## src/rtl/crf_pkg.sv

```systemverilog
package crf_pkg;

  typedef enum logic [1:0] {
    ST_IDLE,
    ST_SEND,
    ST_RECV,
    ST_DONE
  } crf_state_e;

  typedef struct packed {
    logic       ok;
    logic       use_crc;
    logic [7:0] dev_byte;
    logic [7:0] reg_byte;
  } crf_dec_t;

  // One byte of CRC-8, MSB first, no reflection, no final xor.
  function automatic logic [7:0] crc8_step(input logic [7:0] crc_in,
                                           input logic [7:0] din,
                                           input logic [7:0] poly);
    logic [7:0] c;
    c = crc_in ^ din;
    for (int i = 0; i < 8; i++) begin
      c = c[7] ? ((c << 1) ^ poly) : (c << 1);
    end
    return c;
  endfunction

endpackage

```

## src/rtl/crf_decode.sv

```systemverilog
module crf_decode
  import crf_pkg::*;
#(
  parameter int                      NUM_BANKS = 4,
  parameter int                      MAX_LEN   = 4,
  parameter int                      LEN_W     = 3,
  parameter logic [NUM_BANKS*7-1:0]  DEV_ADDRS = {7'h34, 7'h64, 7'h1A, 7'h4E},
  parameter logic [NUM_BANKS*8-1:0]  REG_LAST  = {8'hFF, 8'h1C, 8'h3B, 8'hFF},
  parameter logic [NUM_BANKS-1:0]    CRC_BANKS = 4'b0110
) (
  input  logic [15:0]      addr,
  input  logic [LEN_W-1:0] len,
  input  logic             is_read,
  output crf_dec_t         dec
);

  localparam int CODE_W = $clog2(MAX_LEN);

  logic [NUM_BANKS-1:0] hit;
  logic [NUM_BANKS-1:0] in_range;

  for (genvar b = 0; b < NUM_BANKS; b++) begin : g_bank
    assign hit[b]      = (addr[15:8] == 8'(b));
    assign in_range[b] = (addr[7:0] <= REG_LAST[b*8 +: 8]);
  end

  logic [6:0]        dev_sel;
  logic              crc_sel;
  logic              len_ok;
  logic [CODE_W-1:0] code;

  always_comb begin
    dev_sel = '0;
    crc_sel = 1'b0;
    for (int i = 0; i < NUM_BANKS; i++) begin
      if (hit[i]) begin
        dev_sel = DEV_ADDRS[i*7 +: 7];
        crc_sel = CRC_BANKS[i];
      end
    end
    len_ok       = (len != '0) && (len <= LEN_W'(MAX_LEN));
    code         = CODE_W'(len - 1'b1);
    dec.ok       = len_ok && (|(hit & in_range));
    dec.use_crc  = crc_sel;
    dec.dev_byte = {dev_sel, is_read};
    dec.reg_byte = crc_sel ? {code, addr[7-CODE_W:0]} : addr[7:0];
  end

endmodule

```

## src/rtl/crf_crc8.sv

```systemverilog
module crf_crc8
  import crf_pkg::*;
#(
  parameter logic [7:0] POLY = 8'h07
) (
  input  logic       clk,
  input  logic       rst,
  input  logic       clr,
  input  logic       en,
  input  logic [7:0] din,
  output logic [7:0] crc
);

  always_ff @(posedge clk) begin
    if (rst || clr) begin
      crc <= 8'h00;
    end else if (en) begin
      crc <= crc8_step(crc, din, POLY);
    end
  end

endmodule

```

## src/rtl/crc_reg_framer.sv

```systemverilog
module crc_reg_framer
  import crf_pkg::*;
#(
  parameter int                      NUM_BANKS = 4,
  parameter int                      MAX_LEN   = 4,
  parameter int                      LEN_W     = 3,
  parameter logic [NUM_BANKS*7-1:0]  DEV_ADDRS = {7'h34, 7'h64, 7'h1A, 7'h4E},
  parameter logic [NUM_BANKS*8-1:0]  REG_LAST  = {8'hFF, 8'h1C, 8'h3B, 8'hFF},
  parameter logic [NUM_BANKS-1:0]    CRC_BANKS = 4'b0110,
  parameter logic [7:0]              CRC_POLY  = 8'h07
) (
  input  logic                 clk,
  input  logic                 rst,
  input  logic                 req_valid,
  input  logic                 req_write,
  input  logic [15:0]          req_addr,
  input  logic [LEN_W-1:0]     req_len,
  input  logic [MAX_LEN*8-1:0] req_wdata,
  output logic                 busy,
  output logic                 tx_valid,
  input  logic                 tx_ready,
  output logic [7:0]           tx_data,
  output logic                 tx_last,
  input  logic                 rx_valid,
  output logic                 rx_ready,
  input  logic [7:0]           rx_data,
  input  logic                 rx_stop,
  output logic                 rsp_done,
  output logic                 rsp_err,
  output logic [MAX_LEN*8-1:0] rsp_rdata
);

  localparam int DATA_W = MAX_LEN * 8;
  localparam int IDX_W  = $clog2(MAX_LEN + 5);

  crf_state_e       state;
  crf_dec_t         dec;
  logic             q_read;
  logic             q_crc;
  logic [LEN_W-1:0] q_len;
  logic [DATA_W-1:0] q_wdata;
  logic [DATA_W-1:0] rx_buf;
  logic [DATA_W-1:0] rx_buf_nx;
  logic [7:0]       q_dev;
  logic [7:0]       q_reg;
  logic [IDX_W-1:0] tx_idx;
  logic [IDX_W-1:0] rx_idx;
  logic [IDX_W-1:0] data_end;
  logic [IDX_W-1:0] tx_total;
  logic [IDX_W-1:0] rx_total;
  logic             accept;
  logic             tx_fire;
  logic             rx_fire;
  logic             crc_en;
  logic [7:0]       crc_din;
  logic [7:0]       crc_val;
  logic             rx_final;
  logic             crc_bad;

  crf_decode #(
    .NUM_BANKS (NUM_BANKS),
    .MAX_LEN   (MAX_LEN),
    .LEN_W     (LEN_W),
    .DEV_ADDRS (DEV_ADDRS),
    .REG_LAST  (REG_LAST),
    .CRC_BANKS (CRC_BANKS)
  ) u_decode (
    .addr    (req_addr),
    .len     (req_len),
    .is_read (!req_write),
    .dec     (dec)
  );

  crf_crc8 #(
    .POLY (CRC_POLY)
  ) u_crc (
    .clk (clk),
    .rst (rst),
    .clr (accept),
    .en  (crc_en),
    .din (crc_din),
    .crc (crc_val)
  );

  assign accept   = (state == ST_IDLE) && req_valid;
  assign busy     = (state != ST_IDLE);
  assign tx_valid = (state == ST_SEND);
  assign rx_ready = (state == ST_RECV);
  assign tx_fire  = tx_valid && tx_ready;
  assign rx_fire  = rx_ready && rx_valid && !rx_stop;

  // Frame geometry derived from the latched request.
  assign data_end = IDX_W'(q_len) + IDX_W'(2);
  assign tx_total = q_read ? IDX_W'(2) : (data_end + (q_crc ? IDX_W'(2) : IDX_W'(0)));
  assign rx_total = IDX_W'(q_len) + (q_crc ? IDX_W'(1) : IDX_W'(0));
  assign tx_last  = tx_valid && (tx_idx == tx_total - IDX_W'(1));
  assign rx_final = (rx_idx == rx_total - IDX_W'(1));
  assign crc_bad  = q_crc && (rx_idx == IDX_W'(q_len)) && (rx_data != crc_val);

  // Outbound byte selection: address, register, data, CRC, pad.
  always_comb begin
    if (tx_idx == IDX_W'(0)) begin
      tx_data = q_dev;
    end else if (tx_idx == IDX_W'(1)) begin
      tx_data = q_reg;
    end else if (tx_idx < data_end) begin
      tx_data = q_wdata[7:0];
    end else if (tx_idx == data_end) begin
      tx_data = crc_val;
    end else begin
      tx_data = 8'h00;
    end
  end

  // The CRC covers header and data in both directions, never CRC or pad.
  assign crc_en  = (tx_fire && (tx_idx < data_end)) ||
                   (rx_fire && (rx_idx < IDX_W'(q_len)));
  assign crc_din = tx_fire ? tx_data : rx_data;

  always_comb begin
    rx_buf_nx = rx_buf;
    for (int b = 0; b < MAX_LEN; b++) begin
      if ((rx_idx == IDX_W'(b)) && (rx_idx < IDX_W'(q_len))) begin
        rx_buf_nx[b*8 +: 8] = rx_data;
      end
    end
  end

  always_ff @(posedge clk) begin
    if (rst) begin
      state     <= ST_IDLE;
      rsp_done  <= 1'b0;
      rsp_err   <= 1'b0;
      rsp_rdata <= '0;
      q_read    <= 1'b0;
      q_crc     <= 1'b0;
      q_len     <= '0;
      q_wdata   <= '0;
      q_dev     <= '0;
      q_reg     <= '0;
      tx_idx    <= '0;
      rx_idx    <= '0;
      rx_buf    <= '0;
    end else begin
      case (state)
        ST_IDLE: begin
          if (req_valid) begin
            q_read  <= !req_write;
            q_crc   <= dec.use_crc;
            q_len   <= req_len;
            q_wdata <= req_wdata;
            q_dev   <= dec.dev_byte;
            q_reg   <= dec.reg_byte;
            tx_idx  <= '0;
            rx_idx  <= '0;
            rx_buf  <= '0;
            if (dec.ok) begin
              state <= ST_SEND;
            end else begin
              state     <= ST_DONE;
              rsp_err   <= 1'b1;
              rsp_rdata <= '0;
            end
          end
        end
        ST_SEND: begin
          if (tx_fire) begin
            tx_idx <= tx_idx + IDX_W'(1);
            if ((tx_idx >= IDX_W'(2)) && (tx_idx < data_end)) begin
              q_wdata <= q_wdata >> 8;
            end
            if (tx_last) begin
              if (q_read) begin
                state <= ST_RECV;
              end else begin
                state     <= ST_DONE;
                rsp_done  <= 1'b1;
                rsp_rdata <= '0;
              end
            end
          end
        end
        ST_RECV: begin
          if (rx_stop) begin
            state     <= ST_DONE;
            rsp_err   <= 1'b1;
            rsp_rdata <= '0;
          end else if (rx_valid) begin
            rx_idx <= rx_idx + IDX_W'(1);
            rx_buf <= rx_buf_nx;
            if (rx_final) begin
              state <= ST_DONE;
              if (crc_bad) begin
                rsp_err   <= 1'b1;
                rsp_rdata <= '0;
              end else begin
                rsp_done  <= 1'b1;
                rsp_rdata <= rx_buf_nx;
              end
            end
          end
        end
        ST_DONE: begin
          rsp_done <= 1'b0;
          rsp_err  <= 1'b0;
          state    <= ST_IDLE;
        end
        default: state <= ST_IDLE;
      endcase
    end
  end

  AST_DONE_ERR_EXCL: assert property (@(posedge clk) disable iff (rst)
    !(rsp_done && rsp_err));
  AST_PULSE_SINGLE: assert property (@(posedge clk) disable iff (rst)
    (rsp_done || rsp_err) |=> !(rsp_done || rsp_err));
  AST_IDLE_QUIET: assert property (@(posedge clk) disable iff (rst)
    !busy |-> (!tx_valid && !rsp_done && !rsp_err));
  AST_TX_HOLD: assert property (@(posedge clk) disable iff (rst)
    (tx_valid && !tx_ready) |=> (tx_valid && $stable(tx_data) && $stable(tx_last)));
  AST_ERR_NO_DATA: assert property (@(posedge clk) disable iff (rst)
    rsp_err |-> (rsp_rdata == '0));
  AST_ILLEGAL_NO_TX: assert property (@(posedge clk) disable iff (rst)
    (accept && !dec.ok) |=> (rsp_err && !tx_valid));

endmodule

```

## config.mk

```make
export PLATFORM = sky130hd
export DESIGN_NAME = crc_reg_framer
export DESIGN_NICKNAME = d
export VERILOG_FILES = /design/src/rtl/crf_pkg.sv /design/src/rtl/crf_decode.sv /design/src/rtl/crf_crc8.sv /design/src/rtl/crc_reg_framer.sv
export SDC_FILE = /design/constraint.sdc
export NUM_CORES = 1
export LEC_CHECK = 0
export ABC_AREA = 1
export BUFFER_PORTS_ARGS = -buffer_cell sky130_fd_sc_hd__clkbuf_2
export CAP_MARGIN = 20
export CORE_UTILIZATION = 58
export CTS_CLUSTER_DIAMETER = 150
export DETAILED_ROUTE_END_ITERATION = 8
export GPL_ROUTABILITY_DRIVEN = 0
export HOLD_SLACK_MARGIN = 0.05
export PLACE_DENSITY = 0.78
export RECOVER_POWER = 25
export SYNTH_ARGS = -nofsm -noshare
export SYNTH_HDL_FRONTEND = slang
export SYNTH_SLANG_ARGS = --single-unit
```

## constraint.sdc

```tcl
create_clock -name clk -period 3.54 [get_ports clk]
set_input_delay 0.177 -clock clk [delete_from_list [all_inputs] [get_ports clk]]
set_output_delay 0.177 -clock clk [all_outputs]
set_load 0.01 [all_outputs]
```

==> impl_metrics.csv <==
group,metric,value,unit
setup_path,worstSetupPathType,"flop to flop",
synthesis,post-synth-top-area-cell,"dfxtp_1",
sta,fin_crit_sh,0.853,
setup_path,rr_startpoint,"state[0]$_SDFFE_PP0P_",
synthesis,yosysWarnings,0,
route,final_antenna_net_count,0,
sta,max_freq,331,MHz
worst_hold_path,hold_depth,3,
synthesis,yosys_most_used_dff,"dfxtp_1",
global_routing,grt_pass1_vias,7065,
floorplan,dieArea,13200,um2
route,vias_per_cell,5.32,
floorplan,chipWidth,115,um
pwr,p_per_area,715,nW/um2
synthesis,synth_nets,1217,
placed_design,dp_hpwl,13200,um
pwr,p_leak,3.93,nW
setup_path,startpoint,"state[0]$_SDFFE_PP0P_",
pwr,power,6.40,mW
floorplan,rows,40,
final_layout,drive_above_1_share,0.113,
global_routing,overflow,0,
route,drt_iter0_drc,505,
placed_design,io_buffers,111,
floorplan,core_area,12200,um2
clocking,tritoncts,"built",
pwr,ir_worst_vdd,436,uV
sta,period_minus_slack,3.02,ns
sta,fin_tns_setup,0,ns
synthesis,netlist_instances,1124,
floorplan,die-height,115,um
setup_path,required,3.90,ns
clocking,clockRootBuffer,"clkbuf_16",
sta,finalHoldViolCount,0,
global_routing,grt_max_degree,39,
synthesis,ys_seq_elements,134,
floorplan,start_util,0.606,
sta,finalClockSkew,0.00662,ns
clocking,clk_pin_slew,0.06,ns
final_layout,ff_latch_area,2680,um2
synthesis,synth_area_per_cell,6.58,um2
synthesis,syn_area,7400,um2
worst_hold_path,hp-start,"req_addr[6]",
sta,drv_slew,0,
clocking,numCtsBuffers,17,
setup_path,cp.arrival,3.38,ns
synthesis,synth_cell_types,45,
clocking,clkLatencyLatePin,0.42,ns
global_routing,grt_first_pass_wirelength,32900,um
synthesis,ys_top_cells_by_count,"nand2_1, inv_1, nor2_1",
setup_path,worst-path-max-fanout,34,
synthesis,ys_seq_area_frac,0.363,
global_routing,antenna_found_initial,0,
job,cap_violations,0,
setup_path,endpoint_kind,"flop",
route,wl_per_cell,13.9,um
setup_path,ff2ff_path_depth,11,
sta,slew-limit-headroom,0.206,
clocking,cts_sinks,134,
clocking,htreeDepth,4,
clocking,cts_max_path_buffers,2,
route,dr.pass1.iters,5,
final_layout,multi_input_area,3950,um2
route,drc,0,
global_routing,grtUsageTotal,0.317,
sta,setup_viol,0,
final_layout,n_fill_cell,1041,
setup_path,cp-start-kind,"flop",
sta,rsz0062_at_grt,"false",
floorplan,io_pins,112,
placed_design,placedCellCount,1363,
route,wl,20000,um
synthesis,synth.top_cells.by_area,"dfxtp_1, nand2_1, o21ai_0",
final_layout,fin_cells,1434,
sta,worst_pin_slew,1.19,ns
route,vias,7625,
final_layout,syn_to_final_growth,20.9,%
worst_hold_path,hp-class,"input port to flop",
final_layout,top_regs,"q_wdata x32, rsp_rdata x32, rx_buf x32",
run_status,status,"finished clean",
clocking,ctsResizeCount,0,
synthesis,synth-edff-count,0,
synthesis,yosysMostFrequentCell,"nand2_1",
synthesis,yosysTopAreaCellShare,0.363,
final_layout,fin_nets,1346,
synthesis,synthArstFlopShare,0,
final_layout,antenna_cells,0,
-- timing repair --
action | in CTS | in global routing
setup buffers | 0 | 0
endpoints found under the hold margin | 39 | 0
hold buffers | 39 | 0
-- report_power, final --
part / total, mW / internal [mW] / switching, mW / leakage (nW)
sequential: 2.04 / 1.83 / 0.207 / 1.09
combinational: 2.64 / 0.850 / 1.79 / 2.56
clock: 1.72 / 1.07 / 0.645 / 0.274
-- worst max-delay path, stage by stage (launching register included) --
cell	delay, ns
dfxtp_1	0.43
ha_1	0.21
clkbuf_1	0.88
inv_1	0.14
nor2_1	0.18
o21ai_0	0.18
o211ai_1	0.14
nand2_1	0.12
buf_4	0.24
inv_1	0.24
a21oi_1	0.09
nor2_1	0.10
-- layout make-up --
type / instances / area share
clock buffers: 24 / 0.0527
clock inverters: 8 / 0.0110
inverters: 145 / 0.0613
multi-input cells: 793 / 0.442
flip-flops and latches: 134 / 0.300
well taps: 168 / 0.0235
repair buffers: 162 / 0.110
-- metrics by stage --
step                hold WS (ns)   util  instance area [um2]  setup slack (ns)
floorplan                  0.290      -                 7400              1.01
global placement           0.399  0.658                 8040             0.695
detailed placement         0.410  0.658                 8040             0.584
CTS                       0.0549  0.737                 9000             0.526
global route              0.0892  0.733                 8950             0.192
finish                    0.0661  0.733                 8950             0.519
-- cells in the final DEF, fill, tap and decap left out, types with 3 or more instances in the layout --
master,count
clkbuf_1,43
o21ai_0,126
o22ai_1,6
clkinv_2,4
o211ai_1,3
nand2_2,13
o21bai_1,4
nand3_2,5
a211oi_1,4
ha_1,26
nand3_1,44
nand2_1,268
a21oi_1,57
o21ai_1,17
xor2_1,17
nand3b_1,3
buf_4,10
nand4_1,7
dfxtp_1,134
clkbuf_16,17
nor2_1,136
a31oi_1,25
inv_1,141
nor3_1,8
clkbuf_2,75
dlygate4sd3_1,39
-- metal layers --
metal / up-vias / share of wire / global-route usage
met2: 255 / 0.45 / 0.508
met3: 41 / 0.061 / 0.0633
met1: 3456 / 0.46 / 0.415
met5: - / 0 / 0
li1: 3873 / - / -
met4: 0 / 0.024 / 0.139
-- worst paths after layout --
check / to / slack, ns
max: q_wdata[25]$_SDFFE_PP0P_ / 0.52
min: q_reg[6]$_SDFFE_PP0P_ / 0.07
max reg2reg: q_wdata[25]$_SDFFE_PP0P_ / 0.52
min reg2reg: rx_buf[8]$_SDFFE_PP0P_ / 0.46
-- kinds of logic after synthesis --
group	count (synthesis)	synth area share
AOI/OAI and AO/OA	252	0.186
xor gates and xnor gates	19	0.0225
adders and majority gates	27	0.0467
buffers and inverters	197	0.104
DFF	134	0.363
and+or+nand+nor	495	0.279
Power figures use the tool's default switching activity.
